### src/rtl/imbus_pkg.sv
package imbus_pkg;

   localparam int BYTE_W = 8;
   localparam int BIT_CNT_W = $clog2(BYTE_W);

   typedef enum logic [1:0] {
      OP_ADDR = 2'd0,
      OP_DATA = 2'd1,
      OP_READ = 2'd2,
      OP_STOP = 2'd3
   } imb_op_e;

   typedef enum logic [2:0] {
      ST_IDLE,
      ST_SETUP,
      ST_LOW,
      ST_HIGH,
      ST_STOP
   } imb_state_e;

endpackage

### src/rtl/imbus_phase_timer.sv
module imbus_phase_timer #(
   parameter int DIV_W = 8
) (
   input  logic             clk,
   input  logic             rst_n,
   input  logic             run,
   input  logic             load,
   input  logic [DIV_W-1:0] div_in,
   output logic             tick
);
   logic [DIV_W-1:0] limit_q;
   logic [DIV_W-1:0] cnt_q;

   assign tick = run && (cnt_q == limit_q);

   always_ff @(posedge clk or negedge rst_n) begin
      if (!rst_n) begin
         limit_q <= '0;
         cnt_q   <= '0;
      end else begin
         if (load) begin
            limit_q <= div_in;
         end
         if (!run || tick) begin
            cnt_q <= '0;
         end else begin
            cnt_q <= cnt_q + 1'b1;
         end
      end
   end
endmodule

### src/rtl/imbus_in_sync.sv
module imbus_in_sync #(
   parameter int STAGES = 2
) (
   input  logic clk,
   input  logic rst_n,
   input  logic din,
   output logic dout
);
   generate
      if (STAGES == 0) begin : g_bypass
         assign dout = din;
      end else begin : g_chain
         logic [STAGES-1:0] pipe_q;
         always_ff @(posedge clk or negedge rst_n) begin
            if (!rst_n) begin
               pipe_q <= '1;
            end else if (STAGES == 1) begin
               pipe_q[0] <= din;
            end else begin
               pipe_q <= {pipe_q[STAGES-2:0], din};
            end
         end
         assign dout = pipe_q[STAGES-1];
      end
   endgenerate
endmodule

### src/rtl/imbus_shifter.sv
module imbus_shifter
   import imbus_pkg::*;
(
   input  logic              clk,
   input  logic              rst_n,
   input  logic              load,
   input  logic [BYTE_W-1:0] tx_in,
   input  logic              advance,
   input  logic              capture,
   input  logic              din,
   output logic              tx_bit,
   output logic [BYTE_W-1:0] rx_q
);
   logic [BYTE_W-1:0] tx_q;

   assign tx_bit = tx_q[0];

   always_ff @(posedge clk or negedge rst_n) begin
      if (!rst_n) begin
         tx_q <= '1;
         rx_q <= '0;
      end else begin
         if (load) begin
            tx_q <= tx_in;
         end else if (advance) begin
            tx_q <= {1'b1, tx_q[BYTE_W-1:1]};
         end
         if (capture) begin
            rx_q <= {din, rx_q[BYTE_W-1:1]};
         end
      end
   end
endmodule

### src/rtl/imbus_seq.sv
module imbus_seq
   import imbus_pkg::*;
(
   input  logic       clk,
   input  logic       rst_n,
   input  logic       cmd_valid,
   input  logic [1:0] cmd_op,
   input  logic       tick,
   output logic       cmd_ready,
   output logic       run,
   output logic       load_div,
   output logic       load_tx,
   output logic       rd_now,
   output logic       advance,
   output logic       capture,
   output logic       drive_en,
   output logic       sclk_o,
   output logic       ident_o,
   output logic       done,
   output logic       rx_valid
);
   imb_state_e           state_q;
   logic [BIT_CNT_W-1:0] bit_q;
   logic                 rd_q;
   imb_op_e              op;
   logic                 accept;
   logic                 last_bit;

   assign op        = imb_op_e'(cmd_op);
   assign cmd_ready = (state_q == ST_IDLE);
   assign accept    = cmd_ready && cmd_valid;
   assign run       = !cmd_ready;
   assign load_div  = accept;
   assign load_tx   = accept && (op != OP_STOP);
   assign rd_now    = (op == OP_READ);
   assign last_bit  = (bit_q == BIT_CNT_W'(BYTE_W - 1));
   assign advance   = tick && (state_q == ST_HIGH) && !last_bit;
   assign capture   = tick && (state_q == ST_LOW) && rd_q;
   assign drive_en  = (state_q == ST_LOW) || (state_q == ST_HIGH);
   assign sclk_o    = (state_q != ST_LOW);

   always_ff @(posedge clk or negedge rst_n) begin
      if (!rst_n) begin
         state_q  <= ST_IDLE;
         bit_q    <= '0;
         rd_q     <= 1'b0;
         ident_o  <= 1'b1;
         done     <= 1'b0;
         rx_valid <= 1'b0;
      end else begin
         done     <= 1'b0;
         rx_valid <= 1'b0;
         unique case (state_q)
            ST_IDLE: begin
               if (cmd_valid) begin
                  bit_q <= '0;
                  rd_q  <= (op == OP_READ);
                  if (op == OP_STOP) begin
                     ident_o <= 1'b0;
                     state_q <= ST_STOP;
                  end else begin
                     ident_o <= (op != OP_ADDR);
                     state_q <= ST_SETUP;
                  end
               end
            end
            ST_SETUP: begin
               if (tick) state_q <= ST_LOW;
            end
            ST_LOW: begin
               if (tick) state_q <= ST_HIGH;
            end
            ST_HIGH: begin
               if (tick) begin
                  if (last_bit) begin
                     state_q  <= ST_IDLE;
                     done     <= 1'b1;
                     rx_valid <= rd_q;
                  end else begin
                     bit_q   <= bit_q + 1'b1;
                     state_q <= ST_LOW;
                  end
               end
            end
            ST_STOP: begin
               if (tick) begin
                  ident_o <= 1'b1;
                  done    <= 1'b1;
                  state_q <= ST_IDLE;
               end
            end
            default: state_q <= ST_IDLE;
         endcase
      end
   end
endmodule

### src/rtl/imbus_master.sv
module imbus_master
   import imbus_pkg::*;
#(
   parameter int DIV_W       = 8,
   parameter int SYNC_STAGES = 2
) (
   input  logic             clk,
   input  logic             rst_n,
   input  logic [DIV_W-1:0] half_div,
   input  logic             cmd_valid,
   output logic             cmd_ready,
   input  logic [1:0]       cmd_op,
   input  logic [7:0]       cmd_byte,
   output logic             done,
   output logic             rx_valid,
   output logic [7:0]       rx_byte,
   output logic             sclk_o,
   output logic             sda_oe,
   input  logic             sda_i,
   output logic             ident_o
);
   generate
      if (DIV_W < 1 || DIV_W > 16) begin : g_bad_div
         $error("imbus_master: DIV_W must be 1..16");
      end
      if (SYNC_STAGES < 0 || SYNC_STAGES > 3) begin : g_bad_sync
         $error("imbus_master: SYNC_STAGES must be 0..3");
      end
      if (BYTE_W != 8) begin : g_bad_byte
         $error("imbus_master: byte width must be 8");
      end
   endgenerate

   logic       tick;
   logic       run;
   logic       load_div;
   logic       load_tx;
   logic       rd_now;
   logic       advance;
   logic       capture;
   logic       drive_en;
   logic       tx_bit;
   logic       sda_sync;
   logic [7:0] tx_in;

   assign tx_in  = rd_now ? 8'hFF : cmd_byte;
   assign sda_oe = drive_en && !tx_bit;

   imbus_seq u_seq (
      .clk       (clk),
      .rst_n     (rst_n),
      .cmd_valid (cmd_valid),
      .cmd_op    (cmd_op),
      .tick      (tick),
      .cmd_ready (cmd_ready),
      .run       (run),
      .load_div  (load_div),
      .load_tx   (load_tx),
      .rd_now    (rd_now),
      .advance   (advance),
      .capture   (capture),
      .drive_en  (drive_en),
      .sclk_o    (sclk_o),
      .ident_o   (ident_o),
      .done      (done),
      .rx_valid  (rx_valid)
   );

   imbus_phase_timer #(.DIV_W(DIV_W)) u_timer (
      .clk    (clk),
      .rst_n  (rst_n),
      .run    (run),
      .load   (load_div),
      .div_in (half_div),
      .tick   (tick)
   );

   imbus_in_sync #(.STAGES(SYNC_STAGES)) u_sync (
      .clk   (clk),
      .rst_n (rst_n),
      .din   (sda_i),
      .dout  (sda_sync)
   );

   imbus_shifter u_shift (
      .clk     (clk),
      .rst_n   (rst_n),
      .load    (load_tx),
      .tx_in   (tx_in),
      .advance (advance),
      .capture (capture),
      .din     (sda_sync),
      .tx_bit  (tx_bit),
      .rx_q    (rx_byte)
   );
endmodule

### config.mk
export PLATFORM = sky130hd
export DESIGN_NAME = imbus_master
export DESIGN_NICKNAME = d
export VERILOG_FILES = /design/src/rtl/imbus_pkg.sv /design/src/rtl/imbus_phase_timer.sv /design/src/rtl/imbus_in_sync.sv /design/src/rtl/imbus_shifter.sv /design/src/rtl/imbus_seq.sv /design/src/rtl/imbus_master.sv
export SDC_FILE = /design/constraint.sdc
export NUM_CORES = 1
export LEC_CHECK = 0
export BUFFER_PORTS_ARGS = -buffer_cell sky130_fd_sc_hd__buf_2
export CELL_PAD_IN_SITES_DETAIL_PLACEMENT = 1
export CELL_PAD_IN_SITES_GLOBAL_PLACEMENT = 2
export CORE_MARGIN = 3
export CORE_UTILIZATION = 33
export CTS_BUF_LIST = sky130_fd_sc_hd__clkbuf_4 sky130_fd_sc_hd__clkbuf_8 sky130_fd_sc_hd__clkbuf_16
export CTS_CLUSTER_DIAMETER = 200
export CTS_CLUSTER_SIZE = 24
export DETAILED_ROUTE_END_ITERATION = 10
export PLACE_DENSITY = 0.75
export SLEW_MARGIN = 0
export SYNTH_ARGS = -nofsm -noshare
export SYNTH_HDL_FRONTEND = slang
export SYNTH_SLANG_ARGS = --single-unit
export TNS_END_PERCENT = 5
### constraint.sdc
create_clock -name clk -period 1.9 [get_ports clk]
set_clock_uncertainty 0.05 [all_clocks]
set_input_delay 0 -clock clk [delete_from_list [all_inputs] [get_ports clk]]
set_output_delay 0 -clock clk [all_outputs]
set_load 0.01 [all_outputs]
Yosys cells after proc, flatten, opt, wreduce, memory -nomap -nowiden
Index checks and enable logic that the tools add are counted.

Multiplexer cells: 27. Add/subtract/negate cells: 2. Equality and inequality tests: 16. Reduce and logical (&&, ||, !) cells: 22.

Operators by type and width (number): 2-to-1 mux 8 bit (4); 2-to-1 mux 3 bit (9); case mux 3 bit (5 select lines) (1); 2-to-1 mux 1 bit (9); adder 8 x 1 -> 8 bit (second input constant) (1); equality test 8 bit (1); logical AND 1 bit (8); != test 2 x 1 -> 1 bit (second input constant) (4); nonzero test 2 bit (4); equality test 3 x 2 -> 1 bit (second input constant) (2); equality test 3 bit (second input constant) (2); != test 2 bit (second input constant) (3); case mux 3 bit (2 select lines) (1); AND reduction 5 bit (1); equality test 2 bit (second input constant) (2); case mux 1 bit (2 select lines) (2); AND reduction 4 bit (1); adder 3 x 1 -> 3 bit (second input constant) (1); equality test 3 x 1 -> 1 bit (second input constant) (1); logical NOT 1 bit (3); logical NOT 3 bit (1); != test 3 x 2 -> 1 bit (second input constant) (1); AND reduction 3 bit (1); logical OR 1 bit (2); 2 further kinds (2).

Output and inout bits: 14. Logic and storage cells: 78. Bits in registers: 44.

Longest topological paths before layout
Depth after elaboration: 7. Gate-level depth with buffers: 7. Gate-level depth less buffers: 6.

Cells and area by module
From an unflattened synthesis, not the netlist that was laid out.

Cell total of the unflattened synthesis: 183. Area total of the unflattened synthesis: 2164.6 um2.

Modules (own cells, without submodules): imbus_phase_timer (times used 1, seq. area each 400.4 um2, cells each 63, area an instance 773.2 um2); imbus_shifter (times used 1, seq. area each 410.4 um2, cells each 51, area an instance 708.2 um2); imbus_seq (times used 1, seq. area each 251.5 um2, cells each 58, area an instance 574.3 um2); imbus_master (times used 1, seq. area each 0.0 um2, cells each 9, area an instance 56.3 um2); imbus_in_sync (times used 1, seq. area each 52.6 um2, cells each 2, area an instance 52.6 um2).

Worst setup path before layout
No wires, ideal clock.

Path type: register to register. From: register u_seq.state_q[0]. To: register u_shift.tx_q[0]. Data arrival time: 1.654 ns. Stages on the path, launching flop included: 7. Data required time: 1.762 ns. Setup time: 0.088 ns. Path slack: 0.108 ns. Clock period less this slack: 1.792 ns. Cell sequence: dfrtp_1 or4b_1 buf_2 or3_1 buf_6 o22ai_2 a211oi_2.

Longest elaborated chain between the ends: 6. Elaborated cells between the ends (all ways): 10. Those cells by class: 1 x eq/ne; 1 x mux; 8 x reduce/logical.

Ends and longest elaborated chain: start, declared (RTL line imbus_seq.sv:22) `imb_state_e state_q;`; start signal, assigned (RTL line imbus_seq.sv:44) `state_q <= ST_IDLE;`; start signal, assigned (RTL line imbus_seq.sv:60) `state_q <= ST_STOP;`; start signal, assigned (RTL line imbus_seq.sv:63) `state_q <= ST_SETUP;`; logical NOT 3 bit (RTL line imbus_seq.sv:30) `assign cmd_ready = (state_q == ST_IDLE);`; logical NOT 1 bit (RTL line imbus_seq.sv:32) `assign run = !cmd_ready;`; logical AND 1 bit (RTL line imbus_phase_timer.sv:14) `assign tick = run && (cnt_q == limit_q);`; logical AND 1 bit (2 in a row) (RTL line imbus_seq.sv:37) `assign advance = tick && (state_q == ST_HIGH) && !last_bit;`; nonzero test 2 bit (no line); end signal, assigned (RTL line imbus_shifter.sv:24) `tx_q <= tx_in;`; end signal, assigned (RTL line imbus_shifter.sv:26) `tx_q <= {1'b1, tx_q[BYTE_W-1:1]};`; end, declared (RTL line imbus_shifter.sv:14) `logic [BYTE_W-1:0] tx_q;`.

Parallel ways exist; a longest one is shown, timed or not. A chain may end at the register's enable or synchronous reset.

Final worst setup path
From: register u_timer.limit_q[7]. To: register u_shift.tx_q[1].

Longest elaborated chain between the ends: 5.

Ends and longest elaborated chain: start, declared (RTL line imbus_phase_timer.sv:11) `logic [DIV_W-1:0] limit_q;`; start signal, assigned (RTL line imbus_phase_timer.sv:22) `limit_q <= div_in;`; equality test 8 bit (RTL line imbus_phase_timer.sv:14); logical AND 1 bit (RTL line imbus_phase_timer.sv:14); logical AND 1 bit (2 in a row) (RTL line imbus_seq.sv:37); nonzero test 2 bit (no line).

No other way between the ends.

==> impl_metrics.py <==
metrics = {
    "clocking": {
        "clk_pin_slew_ns": 0.09,
        "cts_made_buffers": 5,
        "cts_tree": "yes",
        "clock_path_buffers": 2,
        "clkSinkCount": 44,
        "htree_levels": 2,
        "cts_root_buf": "clkbuf_8",
        "clk_latency_ns": 0.29,
    },
    "worst_setup_path": {
        "cp_common_cell": "buf_4",
        "worst_setup_path_start_kind": "flop",
        "arrival_ns": 1.96,
        "crit_chain": "xor2_2, nor4_4, buf_4, buf_4, and2_1, buf_4, a211oi_2",
        "crit_slowest_cell": "dfrtp_1",
        "cp_max_fo": 7,
        "required_ns": 2.07,
        "rr_worst_depth": 7,
        "max_stage_delay_ns": 0.42,
        "worstSetupPathType": "reg -> reg",
        "r2r_slack_ns": 0.11,
        "r2r-start": "u_timer.limit_q[7]",
        "r2r-end": "u_shift.tx_q[1]",
        "endpoint_kind": "flop",
    },
    "synthesis": {
        "post_synth_num_cell_types": 40,
        "ys_top_cells_by_area": "dfrtp_1, dfstp_2, nand2_1",
        "synth_xor_area_frac": 0.05454,
        "yosys.area.top_type_share": 0.3673,
        "syn-cell-area_um2": 2248,
        "syn_avg_cell_area_um2": 10.86,
        "syn_nets": 234,
        "ys_seq_elements": 44,
        "yosysSeqAreaShare": 0.4958,
        "ys_warn_count": 0,
        "synth_cells": 207,
        "synth-compound-area-share": 0.1419,
        "synthArstFlopShare": 1.000,
        "yosys.area.top_type": "dfrtp_1",
        "synthMuxAreaShare": 0.05342,
        "synth_top_family_by_area": "simple AND/OR/NAND/NOR gates",
        "synth-simple-area-share": 0.1881,
        "synth_adder_area_share": 0.02782,
        "ys.flop_type": "dfrtp_1",
        "synth_edf_count": 0,
    },
    "floorplan": {
        "dieArea_um2": 7840,
        "core_um2": 6459,
        "die_w_um": 88.55,
        "start_util": 0.3481,
        "rows": 29,
        "ios": 36,
        "dieHeight_um": 88.55,
    },
    "drt": {
        "wl_per_cell_um": 15.35,
        "wirelength_um": 5417,
        "drc": 0,
        "first_pass_iters": 4,
        "vias_per_cell": 4.915,
        "drt-initial-drc-count": 71,
        "vias": 1735,
        "final_antenna_net_count": 0,
    },
    "power": {
        "p_leak_uw": 0.001400,
        "power.density_nw_per_um2": 1279,
        "power_uw": 3769,
        "peakVddDrop_uv": 613.6,
    },
    "place": {
        "place_congestion": 0.7716,
        "port_buffers": 35,
        "post-dp-hpwl_um": 3691,
        "pre_cts_ws_ns": 0.03514,
    },
    "sta": {
        "rsz0062_at_grt": "yes",
        "max_freq_mhz": 558.7,
        "period_share": 0.9420,
        "drv_slew": 0,
        "slew_headroom": 0.6146,
        "min_period_ns": 1.790,
        "hold_violations": 0,
        "setup_viol": 0,
        "worst_pin_slew_ns": 0.5781,
        "worst_slack_ns": 0.1102,
    },
    "layout": {
        "drive_above_1_share": 0.3768,
        "nNetsFinal": 302,
        "antenna_cells": 0,
        "area_growth_pct": 31.11,
        "final_core_util": 0.4564,
    },
    "run": {
        "cap_violations": 0,
    },
    "worst_hold_path": {
        "min-delay-start": "cmd_valid",
        "whs_path_depth": 3,
        "min_to": "u_seq.state_q[0]",
        "hold_path.class": "in -> reg",
    },
    "global_routing": {
        "antenna_found_initial": 0,
        "grt_pass1_wl_um": 9039,
        "grt_pass1_vias": 1887,
        "grt_util_all_layers": 0.1477,
        "grt_overflow": 0,
        "grt_max_degree": 45,
    },
    "run_status": {
        "outcome": "finished clean",
    },
}
-- how the worst max path moves through the flow --
stage	start	endpoint	slack, ns	cells past startpoint
3_3_place_gp	u_seq.state_q[1]	u_shift.tx_q[4]	0.05	4
4_1_cts	u_timer.limit_q[7]	u_shift.rx_q[7]	0.02	5
5_1_grt	u_timer.limit_q[7]	u_shift.tx_q[2]	-0.03	7
6_report	u_timer.limit_q[7]	u_shift.tx_q[1]	0.11	7
3_5_place_dp	u_timer.limit_q[7]	u_shift.rx_q[7]	0.04	5
2_1_floorplan	u_seq.state_q[0]	u_shift.tx_q[0]	0.11	6
-- metal layers --
| metal | track usage | wire [um] |
|---|---|---|
| met1 | 0.1949 | 2607 |
| met2 | 0.2522 | 2625 |
| met3 | 0.03073 | 171 |
| met4 | 0.02885 | 14 |
| met5 | 0 | 0 |
-- layout make-up --
| type | count | area, um2 |
|---|---|---|
| Clock buffer | 7 | 90.09 |
| Clock inverter | 1 | 7.507 |
| Fill cell | 725 | 3511 |
| Inverter | 7 | 26.28 |
| Multi-Input combinational cell | 144 | 1099 |
| Sequential cell | 44 | 1116 |
| Tap cell | 77 | 96.34 |
| Timing Repair Buffer | 73 | 513.0 |
-- cells by family (layout without fill, tap and decap cells) --
family,count (synthesis),after routing
muxes,11,11
adders and majority gates,5,5
xor gates and xnor gates,14,14
buffers and inverters,19,88
DFF,44,44
AOI/OAI and AO/OA,33,33
and+or+nand+nor,81,81
-- sequential cells by signal, indices dropped and copies added, names as in the netlist --
name,count
u_sync.g_chain.pipe_q,2
u_seq.ident_o,1
u_shift.tx_q,8
u_timer.cnt_q,8
u_shift.rx_q,8
u_seq.bit_q,3
u_timer.limit_q,8
u_seq.state_q,3
u_seq.done,1
u_seq.rx_valid,1
u_seq.rd_q,1
-- cells in the final DEF, fill, tap and decap left out, types with 4 or more instances in the layout --
cell,n
and3_1,6
o22ai_2,7
nor3_1,8
ha_1,4
a211oi_2,7
dfrtp_1,32
inv_1,7
nand2_1,31
buf_4,18
mux2_1,5
dfstp_2,11
xor2_2,4
buf_2,35
nand3_1,5
a211oi_1,8
nor2_1,16
dlygate4sd3_1,18
clkbuf_8,6
xor2_1,8
-- stage by stage --
| stage | setup TNS, ns | cell area, um2 | hold WS (ns) | instances |
|---|---|---|---|---|
| finish | 0 | 2948 | 0.05708 | 353 |
| CTS | 0 | 2888 | 0.05517 | 353 |
| global route | -0.2727 | 2948 | 0.1011 | 353 |
| detailed placement | 0 | 2610 | 0.05684 | 327 |
| floorplan | 0 | 2248 | -0.3456 | 207 |
| global placement | 0 | 2610 | 0.05618 | 327 |
-- worst max-delay path: cells and delay by family (launching register included) --
kind / cells / cell delay (ns)
AOI/OAI and AO/OA: 1 / 0.08
buffers and inverters: 3 / 0.52
DFF: 1 / 0.42
and+or+nand+nor: 2 / 0.44
xor gates and xnor gates: 1 / 0.20
-- report_power, final --
part / switching (uW) / internal [uW]
registers: 234 / 1210
clock network: 325 / 310
logic: 932 / 758
-- synth_stat cells (2+ instances only) --
cell,number
nor4_4,2
a211oi_2,7
dfstp_2,11
dfrtp_1,33
mux2_2,3
buf_2,6
o22ai_2,7
or4b_1,2
xor2_1,12
ha_1,5
a211oi_1,8
nand2_1,31
clkbuf_1,5
and3_1,6
mux2i_1,3
mux2_1,5
xnor2_1,2
a31oi_1,3
nor2_1,16
a21oi_1,2
inv_1,7
nand3_1,6
nor3_1,8
-- timing repair --
action,4_1_cts,5_1_grt
endpoints found under the hold margin,50,0
setup endpoints to repair,0,26
hold buffers,18,0
buffers inserted,0,0
gates resized for setup,0,11
Power figures use the tool's default switching activity.
